### src/rtl/dcache_pkg.sv
`timescale 1ns/100ps
package dcache_pkg;

  typedef enum logic [2:0] {
    ST_IDLE,
    ST_WBACK,
    ST_FILL,
    ST_FSCAN,
    ST_FDONE
  } ctrlStateT;

  // strobes from control to the storage arrays
  typedef struct packed {
    logic hitUpdate;  // touch hit way, merge store word
    logic fillWord;   // write memRdata into the op line
    logic fillDone;   // set valid/tag, clear dirty, touch op way
    logic wbDone;     // clear dirty of the op line
    logic invalAll;   // invalidate every line
  } cacheStrobeT;

endpackage

### src/rtl/dcache_data.sv
`timescale 1ns/100ps
module dcache_data
  import dcache_pkg::*;
#(
  parameter int SETS  = 4,
  parameter int WORDS = 4,
  parameter int WAYS  = 2,
  localparam int OFF_W = $clog2(WORDS),
  localparam int IDX_W = $clog2(SETS),
  localparam int WAY_W = $clog2(WAYS),
  localparam int TAG_W = 30 - OFF_W - IDX_W
) (
  input  logic             clk,
  input  logic             rstN,
  input  cacheStrobeT      strb,
  input  logic [IDX_W-1:0] lookSet,
  input  logic [TAG_W-1:0] lookTag,
  input  logic [OFF_W-1:0] lookOff,
  input  logic             cpuWe,
  input  logic [31:0]      cpuWdata,
  input  logic [IDX_W-1:0] opSet,
  input  logic [WAY_W-1:0] opWay,
  input  logic [OFF_W-1:0] opWord,
  input  logic [TAG_W-1:0] fillTag,
  input  logic [31:0]      memRdata,
  output logic             hit,
  output logic [31:0]      hitData,
  output logic [WAY_W-1:0] victimWay,
  output logic             victimDirty,
  output logic             opDirty,
  output logic [TAG_W-1:0] opTag,
  output logic [31:0]      opData
);

  logic [TAG_W-1:0] tagArr  [SETS][WAYS];
  logic [WAYS-1:0]  validArr[SETS];
  logic [WAYS-1:0]  dirtyArr[SETS];
  logic [WAY_W-1:0] ageArr  [SETS][WAYS];
  logic [31:0]      dataArr [SETS][WAYS][WORDS];

  logic [WAYS-1:0]  wayHit;
  logic [WAY_W-1:0] hitWay;
  logic             doTouch;
  logic [IDX_W-1:0] touchSet;
  logic [WAY_W-1:0] touchWay;

  for (genvar w = 0; w < WAYS; w++) begin : g_cmp
    assign wayHit[w] = validArr[lookSet][w] && (tagArr[lookSet][w] == lookTag);
  end

  always_comb begin
    hitWay = '0;
    for (int w = 0; w < WAYS; w++)
      if (wayHit[w]) hitWay = WAY_W'(w);
  end

  assign hit     = |wayHit;
  assign hitData = dataArr[lookSet][hitWay][lookOff];

  // oldest way, overridden by the lowest invalid way
  always_comb begin
    victimWay = '0;
    for (int w = 0; w < WAYS; w++)
      if (ageArr[lookSet][w] == WAY_W'(WAYS - 1)) victimWay = WAY_W'(w);
    for (int w = WAYS - 1; w >= 0; w--)
      if (!validArr[lookSet][w]) victimWay = WAY_W'(w);
  end

  assign victimDirty = validArr[lookSet][victimWay] && dirtyArr[lookSet][victimWay];
  assign opDirty     = validArr[opSet][opWay] && dirtyArr[opSet][opWay];
  assign opTag       = tagArr[opSet][opWay];
  assign opData      = dataArr[opSet][opWay][opWord];

  assign doTouch  = strb.hitUpdate || strb.fillDone;
  assign touchSet = strb.fillDone ? opSet : lookSet;
  assign touchWay = strb.fillDone ? opWay : hitWay;

  always_ff @(posedge clk or negedge rstN) begin
    if (!rstN) begin
      for (int s = 0; s < SETS; s++) begin
        validArr[s] <= '0;
        dirtyArr[s] <= '0;
        for (int w = 0; w < WAYS; w++) begin
          ageArr[s][w] <= WAY_W'(w);
          tagArr[s][w] <= '0;
        end
      end
    end else begin
      if (doTouch)
        for (int w = 0; w < WAYS; w++) begin
          if (WAY_W'(w) == touchWay)
            ageArr[touchSet][w] <= '0;
          else if (ageArr[touchSet][w] < ageArr[touchSet][touchWay])
            ageArr[touchSet][w] <= ageArr[touchSet][w] + 1'b1;
        end
      if (strb.hitUpdate && cpuWe) dirtyArr[lookSet][hitWay] <= 1'b1;
      if (strb.fillDone) begin
        validArr[opSet][opWay] <= 1'b1;
        dirtyArr[opSet][opWay] <= 1'b0;
        tagArr[opSet][opWay]   <= fillTag;
      end
      if (strb.wbDone) dirtyArr[opSet][opWay] <= 1'b0;
      if (strb.invalAll)
        for (int s = 0; s < SETS; s++) begin
          validArr[s] <= '0;
          dirtyArr[s] <= '0;
        end
    end
  end

  always_ff @(posedge clk) begin
    if (strb.hitUpdate && cpuWe) dataArr[lookSet][hitWay][lookOff] <= cpuWdata;
    if (strb.fillWord) dataArr[opSet][opWay][opWord] <= memRdata;
  end

endmodule

### src/rtl/dcache_ctrl.sv
`timescale 1ns/100ps
module dcache_ctrl
  import dcache_pkg::*;
#(
  parameter int SETS  = 4,
  parameter int WORDS = 4,
  parameter int WAYS  = 2,
  parameter int BURST = 2,
  parameter int CNT_W = 32,
  localparam int OFF_W  = $clog2(WORDS),
  localparam int IDX_W  = $clog2(SETS),
  localparam int WAY_W  = $clog2(WAYS),
  localparam int TAG_W  = 30 - OFF_W - IDX_W,
  localparam int TICK_W = (BURST > 1) ? $clog2(BURST) : 1
) (
  input  logic             clk,
  input  logic             rstN,
  input  logic             cpuReq,
  input  logic             flushReq,
  input  logic [IDX_W-1:0] lookSet,
  input  logic [TAG_W-1:0] lookTag,
  input  logic             hit,
  input  logic [WAY_W-1:0] victimWay,
  input  logic             victimDirty,
  input  logic             opDirty,
  input  logic [TAG_W-1:0] opTag,
  input  logic [31:0]      opData,
  output cacheStrobeT      strb,
  output logic [IDX_W-1:0] opSet,
  output logic [WAY_W-1:0] opWay,
  output logic [OFF_W-1:0] opWord,
  output logic [TAG_W-1:0] fillTag,
  output logic             cpuReady,
  output logic             flushDone,
  output logic             memRead,
  output logic             memWrite,
  output logic             memLast,
  output logic [31:0]      memAddr,
  output logic [31:0]      memWdata,
  output logic [CNT_W-1:0] hitCount,
  output logic [CNT_W-1:0] missCount,
  output logic [CNT_W-1:0] memWordCount
);

  ctrlStateT         state;
  logic [TICK_W-1:0] tick;
  logic              retry, inFlush;
  logic              lastTick, lastWord, wayMax, setMax;
  ctrlStateT         advState;

  assign lastTick = (tick == TICK_W'(BURST - 1));
  assign lastWord = (opWord == OFF_W'(WORDS - 1));
  assign wayMax   = (opWay == WAY_W'(WAYS - 1));
  assign setMax   = (opSet == IDX_W'(SETS - 1));
  assign advState = (wayMax && setMax) ? ST_FDONE : ST_FSCAN;

  assign memRead  = (state == ST_FILL);
  assign memWrite = (state == ST_WBACK);
  assign memLast  = (memRead || memWrite) && lastTick;
  assign memAddr  = {(state == ST_WBACK) ? opTag : fillTag, opSet, opWord, 2'b00};
  assign memWdata = opData;

  always_comb begin
    strb      = '0;
    cpuReady  = 1'b0;
    flushDone = 1'b0;
    case (state)
      ST_IDLE: if (cpuReq && hit) begin
        cpuReady       = 1'b1;
        strb.hitUpdate = 1'b1;
      end
      ST_WBACK: strb.wbDone = lastTick && lastWord;
      ST_FILL: begin
        strb.fillWord = lastTick;
        strb.fillDone = lastTick && lastWord;
      end
      ST_FDONE: begin
        strb.invalAll = 1'b1;
        flushDone     = 1'b1;
      end
      default: ;
    endcase
  end

  always_ff @(posedge clk or negedge rstN) begin
    if (!rstN) begin
      state        <= ST_IDLE;
      tick         <= '0;
      retry        <= 1'b0;
      inFlush      <= 1'b0;
      opSet        <= '0;
      opWay        <= '0;
      opWord       <= '0;
      fillTag      <= '0;
      hitCount     <= '0;
      missCount    <= '0;
      memWordCount <= '0;
    end else begin
      case (state)
        ST_IDLE:
          if (cpuReq) begin
            if (hit) begin
              retry <= 1'b0;
              if (!retry) hitCount <= hitCount + 1'b1;
            end else begin
              missCount <= missCount + 1'b1;
              retry     <= 1'b1;
              opSet     <= lookSet;
              opWay     <= victimWay;
              fillTag   <= lookTag;
              opWord    <= '0;
              tick      <= '0;
              state     <= victimDirty ? ST_WBACK : ST_FILL;
            end
          end else if (flushReq) begin
            inFlush <= 1'b1;
            opSet   <= '0;
            opWay   <= '0;
            state   <= ST_FSCAN;
          end
        ST_WBACK, ST_FILL:
          if (lastTick) begin
            tick         <= '0;
            opWord       <= opWord + 1'b1;
            memWordCount <= memWordCount + 1'b1;
            if (lastWord) begin
              if (state == ST_FILL) state <= ST_IDLE;
              else if (!inFlush) state <= ST_FILL;
              else begin
                state <= advState;
                if (wayMax) begin
                  opWay <= '0;
                  opSet <= opSet + 1'b1;
                end else opWay <= opWay + 1'b1;
              end
            end
          end else tick <= tick + 1'b1;
        ST_FSCAN:
          if (opDirty) begin
            state  <= ST_WBACK;
            opWord <= '0;
            tick   <= '0;
          end else begin
            state <= advState;
            if (wayMax) begin
              opWay <= '0;
              opSet <= opSet + 1'b1;
            end else opWay <= opWay + 1'b1;
          end
        ST_FDONE: begin
          inFlush <= 1'b0;
          state   <= ST_IDLE;
        end
        default: state <= ST_IDLE;
      endcase
    end
  end

endmodule

### src/rtl/dcache_top.sv
`timescale 1ns/100ps
module dcache_top
  import dcache_pkg::*;
#(
  parameter int SETS  = 4,
  parameter int WORDS = 4,
  parameter int WAYS  = 2,
  parameter int BURST = 2,
  parameter int CNT_W = 32
) (
  input  logic             clk,
  input  logic             rstN,
  input  logic             cpuReq,
  input  logic             cpuWe,
  input  logic [31:0]      cpuAddr,
  input  logic [31:0]      cpuWdata,
  output logic [31:0]      cpuRdata,
  output logic             cpuReady,
  input  logic             flushReq,
  output logic             flushDone,
  output logic             memRead,
  output logic             memWrite,
  output logic             memLast,
  output logic [31:0]      memAddr,
  output logic [31:0]      memWdata,
  input  logic [31:0]      memRdata,
  output logic [CNT_W-1:0] hitCount,
  output logic [CNT_W-1:0] missCount,
  output logic [CNT_W-1:0] memWordCount
);

  localparam int OFF_W = $clog2(WORDS);
  localparam int IDX_W = $clog2(SETS);
  localparam int WAY_W = $clog2(WAYS);
  localparam int TAG_W = 30 - OFF_W - IDX_W;

  cacheStrobeT      strb;
  logic [OFF_W-1:0] lookOff, opWord;
  logic [IDX_W-1:0] lookSet, opSet;
  logic [TAG_W-1:0] lookTag, fillTag, opTag;
  logic [WAY_W-1:0] opWay, victimWay;
  logic             hit, victimDirty, opDirty;
  logic [31:0]      opData;
  logic             unusedByteSel;

  assign lookOff       = cpuAddr[OFF_W+1:2];
  assign lookSet       = cpuAddr[OFF_W+IDX_W+1:OFF_W+2];
  assign lookTag       = cpuAddr[31:OFF_W+IDX_W+2];
  assign unusedByteSel = ^cpuAddr[1:0];

  dcache_ctrl #(
    .SETS(SETS), .WORDS(WORDS), .WAYS(WAYS), .BURST(BURST), .CNT_W(CNT_W)
  ) u_ctrl (
    .clk(clk), .rstN(rstN), .cpuReq(cpuReq), .flushReq(flushReq),
    .lookSet(lookSet), .lookTag(lookTag), .hit(hit),
    .victimWay(victimWay), .victimDirty(victimDirty),
    .opDirty(opDirty), .opTag(opTag), .opData(opData),
    .strb(strb), .opSet(opSet), .opWay(opWay), .opWord(opWord), .fillTag(fillTag),
    .cpuReady(cpuReady), .flushDone(flushDone),
    .memRead(memRead), .memWrite(memWrite), .memLast(memLast),
    .memAddr(memAddr), .memWdata(memWdata),
    .hitCount(hitCount), .missCount(missCount), .memWordCount(memWordCount)
  );

  dcache_data #(
    .SETS(SETS), .WORDS(WORDS), .WAYS(WAYS)
  ) u_data (
    .clk(clk), .rstN(rstN), .strb(strb),
    .lookSet(lookSet), .lookTag(lookTag), .lookOff(lookOff),
    .cpuWe(cpuWe), .cpuWdata(cpuWdata),
    .opSet(opSet), .opWay(opWay), .opWord(opWord), .fillTag(fillTag),
    .memRdata(memRdata),
    .hit(hit), .hitData(cpuRdata),
    .victimWay(victimWay), .victimDirty(victimDirty),
    .opDirty(opDirty), .opTag(opTag), .opData(opData)
  );

endmodule

### config.mk
export PLATFORM = sky130hd
export DESIGN_NAME = dcache_top
export DESIGN_NICKNAME = d
export VERILOG_FILES = /design/src/rtl/dcache_pkg.sv /design/src/rtl/dcache_data.sv /design/src/rtl/dcache_ctrl.sv /design/src/rtl/dcache_top.sv
export SDC_FILE = /design/constraint.sdc
export NUM_CORES = 2
export LEC_CHECK = 0
export ABC_CLOCK_PERIOD_IN_PS = 5000
export BUFFER_PORTS_ARGS = -buffer_cell sky130_fd_sc_hd__buf_2
export CORE_ASPECT_RATIO = 1.1
export CORE_MARGIN = 2
export CORE_UTILIZATION = 30
export DETAILED_ROUTE_END_ITERATION = 8
export GPL_TIMING_DRIVEN = 0
export PLACE_DENSITY = 0.49
export SETUP_SLACK_MARGIN = 0.4
export SKIP_LAST_GASP = 1
export SYNTH_ARGS = -nofsm -noshare
export SYNTH_HDL_FRONTEND = slang
export SYNTH_SLANG_ARGS = --single-unit
### constraint.sdc
create_clock -name clk -period 5 [get_ports clk]
set_input_delay 0.5 -clock clk [delete_from_list [all_inputs] [get_ports clk]]
set_output_delay 0.5 -clock clk [all_outputs]
set_load 0.03 [all_outputs]
==> metrics list <==
* Run status: complete, but fails checks
- The final reports fail on max-capacitance violations, max-slew violations.
* First-pass iteration count of the detailed router: 6
- In this run the critical register-to-register path is captured at u_data.dataArr[3][237].
- Die ar.: around 230000 µm²
- Final design utilization: 0.370
* Number of primary I/O pins: between 200 and 300
* Wire length of the first global-routing pass: between 300000 and 400000 µm
- The longest clock path from root to sink contains 3 buffers.
- Total number of vias: 43776
* Lkg Pwr: 0.0293 µW
- Timing would allow up to between 0.2 and 0.25 GHz.
* Worst reg-to-reg path cell count: 13
* Port Buf Inserts: between 200 and 300
* Source of the worst hold timing path: cpuAddr[26]
- Sequential fraction of the synthesis area: 0.597
- Slowest cell delay on critical path: approximately 560 ps
* Warnings from Yosys: 0
- Relative area change from synthesis to final layout: 22.4%
- Number of synthesized register bits: between 1000 and 1500
- By startpoint and endpoint, the worst setup path is classified as flip-flop to output port.
* CP Max Fanout: 8
- Fraction of layout cells with a size suffix above 1: 0.421
- Commonest cells after routing, fill and taps aside: 1024 x sky130_fd_sc_hd__edfxtp_1, 685 x sky130_fd_sc_hd__mux4_2, 361 x sky130_fd_sc_hd__dfrtp_1
* Async S/R FF share, synth: 0.263
- Final wirelength: around 280000 µm
- Hold Fails Final Rpt: 0
* Cell count of the worst hold path: 2
* Crit-path slowest cell: sky130_fd_sc_hd__or4_4
- At the end of routability-driven placement, the weighted congestion stood at about 0.86.
- Min-delay worst type: input pin to flip-flop
- R2R Setup Slk: 440 ps
- The via count of the first global-routing pass is 43046.
* Remaining global-route overflow: 0
* Clock buffer count from CTS: 161
- Sort of element at the start of the critical path: flip-flop
- The critical path goes through mux2i_2, nor2_1, or4_4, a211oi_4, and4_4, buf_12, buf_16, buf_16, buf_12, mux2i_1, o21ai_1, a221o_1, buf_6.
* Worst hold endpoint: u_ctrl.fillTag[20]
- Max H-tree Level: 4
- The later pin in the worst-skew pair is clocked with a latency of around 850 ps.
* Crit path buffers/inverters: 5
- The detailed router finished its first iteration with 6287 violations.
- The tree built by TritonCTS fans out to around 1400 sinks.
- Max-Cap Viols: 2
- PD cells: between 500 and 600 nW/µm²
* Height of the die: 499 µm
- In this run, synthesis inferred about 1000 flip-flops with an integrated enable.
- DRC violation count after routing: 0
- A synthesized cell averages about 17 µm².
- VDD sags by at most 445 µV.
- For the pin with the worst max-slew slack, the measured transition is between 1500 and 2000 ps.
- For the worst setup path, the data arrival time is 4270 ps.
- After clock tree synthesis, the clock-pin slew on the worst setup and hold paths is around 60 ps.
* Number of standard cells after synthesis: about 3800
* CTS tree: yes
* Critical path data required time: about 4500 ps
- After detailed routing, the average wire length per cell comes to 36.6 µm.
- Entering global routing, the biggest net connects around 110 pins.
- NumNets Final: 4556
* Crit path time final: about 4800 ps
- Horiz. Die Dim: about 450 µm
* Effective utilization at floorplan: 0.302
- Worst flop-to-flop path startpoint: u_ctrl.opWord[0]
- Using the TritonRoute via totals, the vias-per-cell ratio works out to 5.83.
- Most common library cell in the layout ignoring fill and taps: sky130_fd_sc_hd__edfxtp_1
- Worst clock skew on the final layout: 81.2 ps
* Antenna Nets Post-Route: 0
- Summed over all nets, the half-perimeter wirelength after detailed placement is roughly 190000 µm.
- Among all flip-flop cells after synthesis, the most frequent one is sky130_fd_sc_hd__edfxtp_1.
* Buffer cell driving the clock tree root: sky130_fd_sc_hd__clkbuf_16
* Family with the most delay on the worst path: simple AND/OR/NAND/NOR gates
- Cell area after synthesis: around 67000 µm²
- Number of distinct library cell variants in the gate-level netlist after synthesis: between 70 and 80
- Critical path endpoint category: output port
* RSZ-0062 raised after global routing: yes
- Worst max-slew margin expressed relative to the limit: -0.0422
- Setup violations remaining at the end of the flow were counted as 0.
- Setup total negative slack on the finished layout was measured at 0 ps.
* Share of the clock period used by the worst path: 0.954
- The number of slew-limit violations in the final report was 22.
- Total routing resource utilization after global routing: 0.239
- Area of the placeable core: approximately 220000 µm²
- Number of antenna violations at the first check in global routing: 11
- Row Count: around 180
## Yosys cell counts, drive strengths merged (11+ instances only)
library cell | count | area share
a21oi | 48 | 0.0036
a221o | 17 | 0.0025
a31o | 12 | 0.0016
a31oi | 45 | 0.0042
and3 | 18 | 0.0017
buf | 124 | 0.0087
clkbuf | 169 | 0.0095
dfrtp | 361 | 0.14
edfxtp | 1024 | 0.46
ha | 11 | 0.0021
inv | 29 | 0.0016
mux2 | 281 | 0.047
mux2i | 73 | 0.011
mux4 | 685 | 0.23
nand2 | 314 | 0.018
nand3 | 71 | 0.0053
nand4 | 34 | 0.0033
nor2 | 139 | 0.0078
nor3 | 32 | 0.0028
nor4 | 21 | 0.0022
o21ai | 36 | 0.0027
xnor2 | 70 | 0.0092
xor2 | 71 | 0.0093
## sequential cells by signal, indices dropped and copies added (netlist names), 26 cells and up
name / count
u_ctrl.memWordCount: 32
u_data.tagArr: 208
u_data.dataArr: 1024
u_ctrl.hitCount: 32
u_ctrl.missCount: 32
u_ctrl.fillTag: 26
## power breakdown
group          switching, µW  total [µW]  internal, µW  leakage, µW
registers                646       14900         14200       0.0141
logic                  10700       16700          6050       0.0126
clock network           5180       11900          6750      0.00255
## worst register-to-register path, stage by stage, from the launching register on
cell and delay, ps:
sky130_fd_sc_hd__dfrtp_1 550, sky130_fd_sc_hd__clkbuf_4 480, sky130_fd_sc_hd__clkbuf_4 540, sky130_fd_sc_hd__inv_1 130, sky130_fd_sc_hd__ha_1 270, sky130_fd_sc_hd__nor4_1 290
sky130_fd_sc_hd__nor2_1 210, sky130_fd_sc_hd__clkbuf_4 320, sky130_fd_sc_hd__nor2_1 220, sky130_fd_sc_hd__a31oi_4 110, sky130_fd_sc_hd__buf_12 220, sky130_fd_sc_hd__nor2_4 420
sky130_fd_sc_hd__buf_12 260, sky130_fd_sc_hd__buf_12 220
## cell type report
class / instances / area (µm²)
Inverter: 31 / 118
Clock inverter: 88 / 972
Multi-Input combinational cell: 2131 / 26500
Tap cell: 2928 / 3660
Sequential cell: 1389 / 39900
Fill cell: 20533 / 139000
Timing Repair Buffer: 437 / 4250
Clock buffer: 206 / 4300
Antenna cell: 9 / 22.5
Buffer: 293 / 2100
## how the worst max path moves through the flow
| stage | start | end | slack [ps] | cells after the start |
|---|---|---|---|---|
| CTS | u_data.tagArr[12] | cpuRdata[25] | 220 | 13 |
| global route | u_data.tagArr[121] | cpuRdata[17] | 170 | 13 |
| global placement | cpuAddr[5] | u_data.dataArr[2][150] | -5590 | 10 |
| finish | u_data.tagArr[17] | cpuRdata[17] | 230 | 13 |
| floorplan | cpuAddr[4] | u_data.dataArr[1][160] | 90 | 10 |
| detailed placement | cpuAddr[5] | cpuRdata[25] | -2060 | 11 |
## routing by layer
| layer | vias up | GRT usage | share of wire |
|---|---|---|---|
| met5 | - | 0 | 0.000058 |
| met1 | 23682 | 0.322 | 0.40 |
| li1 | 16940 | - | - |
| met3 | 566 | 0.0576 | 0.098 |
| met4 | 4 | 0.110 | 0.054 |
| met2 | 2584 | 0.365 | 0.45 |
## metrics by stage
stage          std cells  setup slack [ps]  instance area, µm²  hold slack (ps)  total power [µW]
2_1_floorplan       3844              92.8               66800              204             24200
3_3_place_gp        7062             -5590               71900              455             30900
3_5_place_dp        7135             -2060               74000              351             31200
4_1_cts             7488               223               81300             7.01             43500
5_1_grt             7506               175               81800             39.6             44900
6_report            7512               232               81800             61.8             43600
## what timing repair did
item,in CTS,in global routing
cloned,2,3
endpoints found under the hold margin,225,0
endpoints found under the setup margin,1803,298
hold buffers,9,0
setup buffers,48,12
gates resized for setup,435,93
pin swaps,29,18
## cell families (layout without fill, tap and decap cells)
family | count (synthesis) | after routing | share of synthesized area
DFF | 1389 | 1389 | 0.597
muxes | 1039 | 1039 | 0.289
and+or+nand+nor | 690 | 690 | 0.0475
buffers and inverters | 324 | 1055 | 0.0199
AOI/OAI and AO/OA | 248 | 248 | 0.0257
xor gates and xnor gates | 141 | 141 | 0.0185
adders and majority gates | 11 | 11 | 0.00206
other | 1 | 11 | 0.0000561
Power figures use the tool's default switching activity.
